[src/rtl/retrig_oneshot_pkg.sv]
`timescale 1ns/1ps
package retrig_oneshot_pkg;

  localparam int unsigned DEF_CNT_W = 16;
  localparam int unsigned DEF_MIN_W = 2;

  // One channel's asynchronous pins, carried together through sync and edge logic.
  typedef struct packed {
    logic fall_n;
    logic rise;
    logic clr_n;
  } os_pins_t;

endpackage

[src/rtl/os_sync.sv]
`timescale 1ns/1ps
module os_sync #(
  parameter int unsigned STAGES = 2,
  parameter int unsigned BITS   = 3
) (
  input  logic            clk,
  input  logic            rst_n,
  input  logic [BITS-1:0] d,
  output logic [BITS-1:0] q
);

  logic [BITS-1:0] pipe [STAGES];

  generate
    for (genvar s = 0; s < STAGES; s++) begin : g_stage
      if (s == 0) begin : g_first
        always_ff @(posedge clk or negedge rst_n) begin
          if (!rst_n) pipe[s] <= '0;
          else        pipe[s] <= d;
        end
      end else begin : g_next
        always_ff @(posedge clk or negedge rst_n) begin
          if (!rst_n) pipe[s] <= '0;
          else        pipe[s] <= pipe[s-1];
        end
      end
    end
  endgenerate

  assign q = pipe[STAGES-1];

endmodule

[src/rtl/os_edge_qual.sv]
`timescale 1ns/1ps
module os_edge_qual
  import retrig_oneshot_pkg::*;
(
  input  logic     clk,
  input  logic     rst_n,
  input  os_pins_t now_s,
  output logic     fire,
  output logic     hold_clear
);

  os_pins_t prev_s;
  logic     fall_hit;
  logic     rise_hit;
  logic     clr_settled;

  always_ff @(posedge clk or negedge rst_n) begin
    if (!rst_n) prev_s <= '0;
    else        prev_s <= now_s;
  end

  // Falling trigger gated by high rise pin; rising trigger gated by low fall pin.
  assign fall_hit    = prev_s.fall_n & ~now_s.fall_n & now_s.rise;
  assign rise_hit    = ~prev_s.rise & now_s.rise & ~now_s.fall_n;
  // Clear must be high in both samples: a release cycle blocks any edge.
  assign clr_settled = now_s.clr_n & prev_s.clr_n;

  assign fire       = clr_settled & (fall_hit | rise_hit);
  assign hold_clear = ~now_s.clr_n;

endmodule

[src/rtl/os_timer.sv]
`timescale 1ns/1ps
module os_timer #(
  parameter int unsigned CNT_W = 16,
  parameter int unsigned MIN_W = 2
) (
  input  logic             clk,
  input  logic             rst_n,
  input  logic             clear,
  input  logic             load,
  input  logic [CNT_W-1:0] width,
  output logic             active
);

  localparam logic [CNT_W-1:0] MIN_VAL = CNT_W'(MIN_W);

  logic [CNT_W-1:0] remain;
  logic [CNT_W-1:0] load_val;

  assign load_val = (width < MIN_VAL) ? MIN_VAL : width;

  always_ff @(posedge clk or negedge rst_n) begin
    if (!rst_n)              remain <= '0;
    else if (clear)          remain <= '0;
    else if (load)           remain <= load_val;
    else if (remain != '0)   remain <= remain - 1'b1;
  end

  assign active = (remain != '0);

endmodule

[src/rtl/retrig_oneshot.sv]
`timescale 1ns/1ps
module retrig_oneshot
  import retrig_oneshot_pkg::*;
#(
  parameter int unsigned NUM_CH      = 2,
  parameter int unsigned CNT_W       = DEF_CNT_W,
  parameter int unsigned MIN_W       = DEF_MIN_W,
  parameter int unsigned SYNC_STAGES = 2
) (
  input  logic                    clk,
  input  logic                    rst_n,
  input  logic [NUM_CH-1:0]       trig_fall_n,
  input  logic [NUM_CH-1:0]       trig_rise,
  input  logic [NUM_CH-1:0]       clear_n,
  input  logic [NUM_CH*CNT_W-1:0] width_cfg,
  output logic [NUM_CH-1:0]       q,
  output logic [NUM_CH-1:0]       q_n
);

  localparam int unsigned PIN_BITS = $bits(os_pins_t);

  generate
    for (genvar ch = 0; ch < NUM_CH; ch++) begin : g_ch
      os_pins_t raw_pins;
      os_pins_t sync_pins;
      logic     fire;
      logic     hold_clear;
      logic     active;

      assign raw_pins = '{fall_n: trig_fall_n[ch], rise: trig_rise[ch], clr_n: clear_n[ch]};

      os_sync #(
        .STAGES (SYNC_STAGES),
        .BITS   (PIN_BITS)
      ) u_sync (
        .clk   (clk),
        .rst_n (rst_n),
        .d     (raw_pins),
        .q     (sync_pins)
      );

      os_edge_qual u_qual (
        .clk        (clk),
        .rst_n      (rst_n),
        .now_s      (sync_pins),
        .fire       (fire),
        .hold_clear (hold_clear)
      );

      os_timer #(
        .CNT_W (CNT_W),
        .MIN_W (MIN_W)
      ) u_timer (
        .clk    (clk),
        .rst_n  (rst_n),
        .clear  (hold_clear),
        .load   (fire),
        .width  (width_cfg[ch*CNT_W +: CNT_W]),
        .active (active)
      );

      // Raw clear masks the output at once; the synced clear empties the count later.
      assign q[ch]   = active & clear_n[ch];
      assign q_n[ch] = ~q[ch];
    end
  endgenerate

endmodule

[config.mk]
export PLATFORM = sky130hd
export DESIGN_NAME = retrig_oneshot
export DESIGN_NICKNAME = d
export VERILOG_FILES = /design/src/rtl/retrig_oneshot_pkg.sv /design/src/rtl/os_sync.sv /design/src/rtl/os_edge_qual.sv /design/src/rtl/os_timer.sv /design/src/rtl/retrig_oneshot.sv
export SDC_FILE = /design/constraint.sdc
export NUM_CORES = 1
export LEC_CHECK = 0
export CAP_MARGIN = 0
export CORE_UTILIZATION = 42
export CTS_BUF_LIST = sky130_fd_sc_hd__clkbuf_4 sky130_fd_sc_hd__clkbuf_8 sky130_fd_sc_hd__clkbuf_16
export CTS_CLUSTER_DIAMETER = 150
export DETAILED_ROUTE_END_ITERATION = 10
export DONT_BUFFER_PORTS = 1
export SETUP_SLACK_MARGIN = 0.1
export SLEW_MARGIN = 10
export SYNTH_ARGS = -nofsm -noshare
export SYNTH_HDL_FRONTEND = slang
export SYNTH_SLANG_ARGS = --single-unit
[constraint.sdc]
create_clock -name clk -period 3.1 [get_ports clk]
set_input_delay 0.31 -clock clk [delete_from_list [all_inputs] [get_ports clk]]
set_output_delay 0.31 -clock clk [all_outputs]
set_load 0.05 [all_outputs]
======== Word level (Yosys, flattened, before mapping) ========
Index checks and enable logic that the tools add are counted.
word-level totals
  bits in latches ......................... 0
  memories ................................ 0
  input bits .............................. 40
  flip-flop bits (word level) ............. 50
  output and inout port bits .............. 4
  memory bits (read-only) ................. 0
  word-level logic and storage cells ...... 50
  memory bits (writable) .................. 0
operators by class
  equality and inequality tests ........... 2
  magnitude comparators ................... 2
  divide/modulo/power cells ............... 0
  shifts and indexed selects .............. 0
  bitwise operators ....................... 22
  $mul .................................... 0
  add/subtract/negate cells ............... 2
  mux-type cells .......................... 8
  reductions and logical operators ........ 2
operators with widths
  operator                                                                count
  16-bit 2-to-1 mux                                                       8
  16-bit by 2-bit < comparator with 1-bit output (second input constant)  2
  16-bit nonzero test                                                     2
  16-bit by 1-bit subtractor with 16-bit output (second input constant)   2
  1-bit AND                                                               14
  3-bit inequality test (second input constant)                           2
  1-bit inverter                                                          6
  1-bit OR                                                                2

======== Depth between registers and ports, before layout ========
  depth after elaboration ................. 7
  mapped depth ............................ 9

======== By module ========
Synthesis repeated with hierarchy kept, for this count alone.
second synthesis, totals
  cell total of the unflattened synthesis .. 258
  area, all modules ....................... 2,529.9 µm²
by module, submodules not included
  module          area an instance (µm²)  sequential area each (µm²)  cells an instance  instances
  os_timer        980.9                   400.4                       111                2
  os_sync         172.7                   150.1                       9                  2
  os_edge_qual    101.3                   75.1                        7                  2
  retrig_oneshot  20.0                    0.0                         4                  1

======== Worst setup path after synthesis ========
No wires, ideal clock.
  kind .................................... register to output
  start ................................... reg g_ch[0].u_timer.remain[4]
  end ..................................... out q[0]
  stages on the path, launching flop included .. 7
  path slack .............................. 0.182 ns
  path buffers ............................ 1
  data arrival time ....................... 2.608 ns
  cell sequence ........................... dfrtp_1 -> or4_1 -> or4_4 -> or3_1 -> buf_6 -> nand2_1 -> inv_1
between the ends
  longest elaborated chain between the ends .. 2
RTL lines
  item                    RTL line              source
  start, declared         os_timer.sv:16        logic [CNT_W-1:0] remain;
  start signal, assigned  os_timer.sv:24        else if (load) remain <= load_val;
  start signal, assigned  os_timer.sv:25        else if (remain != '0) remain <= remain - 1'b1;
  16-bit nonzero test     os_timer.sv:28        assign active = (remain != '0);
  1-bit AND               retrig_oneshot.sv:63  assign q[ch] = active & clear_n[ch];
  end, declared           retrig_oneshot.sv:16  output logic [NUM_CH-1:0] q,
Every way passes these cells.

======== Worst setup path after layout ========
Ends and elaborated chain as after synthesis.

==> flow_summary.ini <==
[floorplanning]
core_area_mm2 = 0.00547
die_width_um = 77.3
io_pins = 44
die-area_mm2 = 0.00598
rows = 27
die_y_um = 77.3
initial_core_util = 0.436

[placement]
dp_hpwl_um = 3420
numPortBuffers = 0
placed_cell_area_mm2 = 0.00248
place.gp.congestion = 0.833
pre_cts_slack_ns = 0.459

[logic_synthesis]
yosys_warnings = 0
yosysSeqAreaShare = 0.525
syn_inst = 233
synth_area_leaders = dfrtp_1, xnor2_1, a211oi_1
synth_top_area_cell = dfrtp_1
synth_top_family_by_area = simple AND/OR/NAND/NOR gates
synthAdderAreaFrac = 0.0105
synth_top_cell_area_share = 0.525
synth.avg_cell_area_um2 = 10.2
synthSimpleGateAreaFrac = 0.207
synth_xor_area_frac = 0.0992
synth-compound-area-share = 0.128
yosys.cell_types.count = 36
synth_nets = 275
ys_seq_elements = 50
synth_mux_area_frac = 0
syn-cell-area_mm2 = 0.00238

[critical_path]
slowest_stage = or4_1
rrSetupSlack_ns = 0.59
crit_type = flop to primary output
cp.depth = 6
critical_path_peak_fanout = 7
critical-path-max-stage-delay_ns = 0.54
reg2regPathDepth = 5
cp-end-kind = primary output
r2r-end = g_ch[0].u_timer.remain[12]
critPathBufInv = 2
critPathTopFamily = simple AND/OR/NAND/NOR gates
reg2reg_from = g_ch[0].u_timer.remain[4]
arrival_ns = 2.53
start_kind = flop
required_ns = 2.79
crit_chain = or4_1 > or4_4 > or3_4 > nand2_1 > inv_1 > buf_4
startpoint = g_ch[0].u_timer.remain[4]

[drt]
drt-total-wl_um = 4730
vias = 1716
vias_per_cell = 5.45
ant_nets = 0
initialDrtViolationCount = 74
wl_per_cell_um = 15.0
dr.pass1.iters = 4
route.detailed.drc = 0

[pwr]
vdd_drop_max_mv = 0.420
power_per_cell_area_mw_per_mm2 = 934
p_leak_nw = 1.12

[clock_network]
cts.sinks = 50
cts_made_buffers = 5
path_clk_slew_ns = 0.09
cts_tree = built
htree_num_levels = 2
clk_latency_ns = 0.30
root_buffer = clkbuf_8
cts.path.max_buffers = 2

[global_routing]
antenna_found_initial = 0
track_usage = 0.173
grt_pass1_wl_um = 7890
grt_pass1_vias = 1739
grt_overflow_total = 0
grt_max_degree = 51

[sta]
tns_ns = 0
worst_pin_slew_ns = 1.04
rsz0062_at_grt = no
finalCritPeriodShare = 0.917
layout_min_cycle_time_ns = 2.84
final.setup.worst_slack_ns = 0.257
hold_viol = 0
maxSlewHeadroom = 0.301
whs_ns = 0.0360
fmax_ghz = 0.352
fin_skew_ns = 0.00465
report.final.setup_viol = 0
drv_slew = 0

[job]
maxCapViolCount = 0

[final_layout]
diodes = 0
nets = 284
regArea_mm2 = 0.00125
fillers = 541
most-common-layout-cells = dfrtp_1, nor2_1, a211oi_1, xnor2_1, nand2_1
syn_to_final_growth_pct = 10.9
design_area_mm2 = 0.00264
final_util = 0.483
final_common_cell = dfrtp_1
multi_input_area_mm2 = 0.00107
drive_above_1_share = 0.0782

[worst_hold_path]
hold_end = g_ch[1].u_sync.pipe[5]
hold_path.class = input pin to flop
worstHoldStart = trig_fall_n[1]
hold_path_depth = 0

[run_status]
status = finished, final reports clean
==> metal layers <==
metal	track usage	vias to the layer above	part of all wire
li1	-	854	-
met1	0.226	807	0.48
met2	0.277	48	0.45
met3	0.0447	7	0.055
met4	0.0642	0	0.013
met5	0	-	0
==> power by group <==
group | internal [mW] | switching (mW) | leakage [nW] | total [mW]
clock | 0.250 | 0.209 | 0.0548 | 0.458
sequential | 0.820 | 0.157 | 0.636 | 0.978
combinational | 0.480 | 0.553 | 0.430 | 1.03
==> worst max-delay path by stage <==
| stage | endpoint | slack, ns |
|---|---|---|
| after floorplan | q[0] | 0.18 |
| after global placement | q[0] | 0.47 |
| after detailed placement | q[0] | 0.46 |
| after CTS | q[0] | 0.11 |
| after global routing | q[0] | 0.15 |
| final | q[0] | 0.26 |
==> registers in the layout (all words and copies together) (netlist names) <==
name and flops:
g_ch.u_sync.pipe 6, g_ch.u_sync.q 6, g_ch.u_timer.remain 32, g_ch.u_qual.prev_s 6
==> synth_stat cells (all sizes together) <==
| cell type | instances |
|---|---|
| nand2b | 3 |
| buf | 2 |
| or3 | 3 |
| xor2 | 8 |
| nor4 | 13 |
| a211oi | 20 |
| clkbuf | 5 |
| and4 | 1 |
| nand2 | 15 |
| nor3b | 1 |
| or4 | 4 |
| nor2 | 36 |
| a31oi | 3 |
| nand4 | 1 |
| a32o | 1 |
| nor3 | 8 |
| inv | 8 |
| o311a | 1 |
| o32ai | 1 |
| nor2b | 2 |
| ha | 2 |
| a21boi | 2 |
| and4b | 2 |
| o21ai | 4 |
| xnor2 | 19 |
| a311oi | 1 |
| a22oi | 4 |
| nand4b | 1 |
| nand3 | 9 |
| o21a | 1 |
| o31ai | 2 |
| dfrtp | 50 |
==> worst register-to-register path: stages, from the launching register on <==
cell and delay, ns:
dfrtp_1 0.43, or4_1 0.54, or4_4 0.53, or3_4 0.41, o21ai_4 0.34, a211oi_1 0.10
==> cells by family (layout without fill, tap and decap cells) <==
group	count (synthesis)	in the layout
AO/OA/AOI/OAI	40	40
XOR/XNOR	27	27
adder cells (fa/ha/maj)	2	2
buffers and inverters	15	25
flip-flops	50	50
AND/OR/NAND/NOR	99	99
==> timing repair <==
item	in CTS	in global routing
resized for setup	0	1
endpoints found under the hold margin	50	1
endpoints found under the setup margin	0	2
hold buffers	2	1
setup buffers	0	0
==> final cells by class <==
| type | count | share of cell area |
|---|---|---|
| clock inverters | 2 | 0.0142 |
| repair buffers | 9 | 0.0350 |
| clock buffers | 6 | 0.0289 |
| inverters | 8 | 0.0114 |
| flip-flops and latches | 50 | 0.473 |
| well taps | 72 | 0.0341 |
| multi-input cells | 168 | 0.403 |
==> stage by stage <==
step | power (mW) | std cells
finish | 2.47 | 315
CTS | 2.49 | 314
global route | 2.67 | 315
global placement | 1.98 | 304
floorplan | 1.80 | 233
detailed placement | 1.99 | 304
No activity file was read; power rests on OpenSTA's default activity.
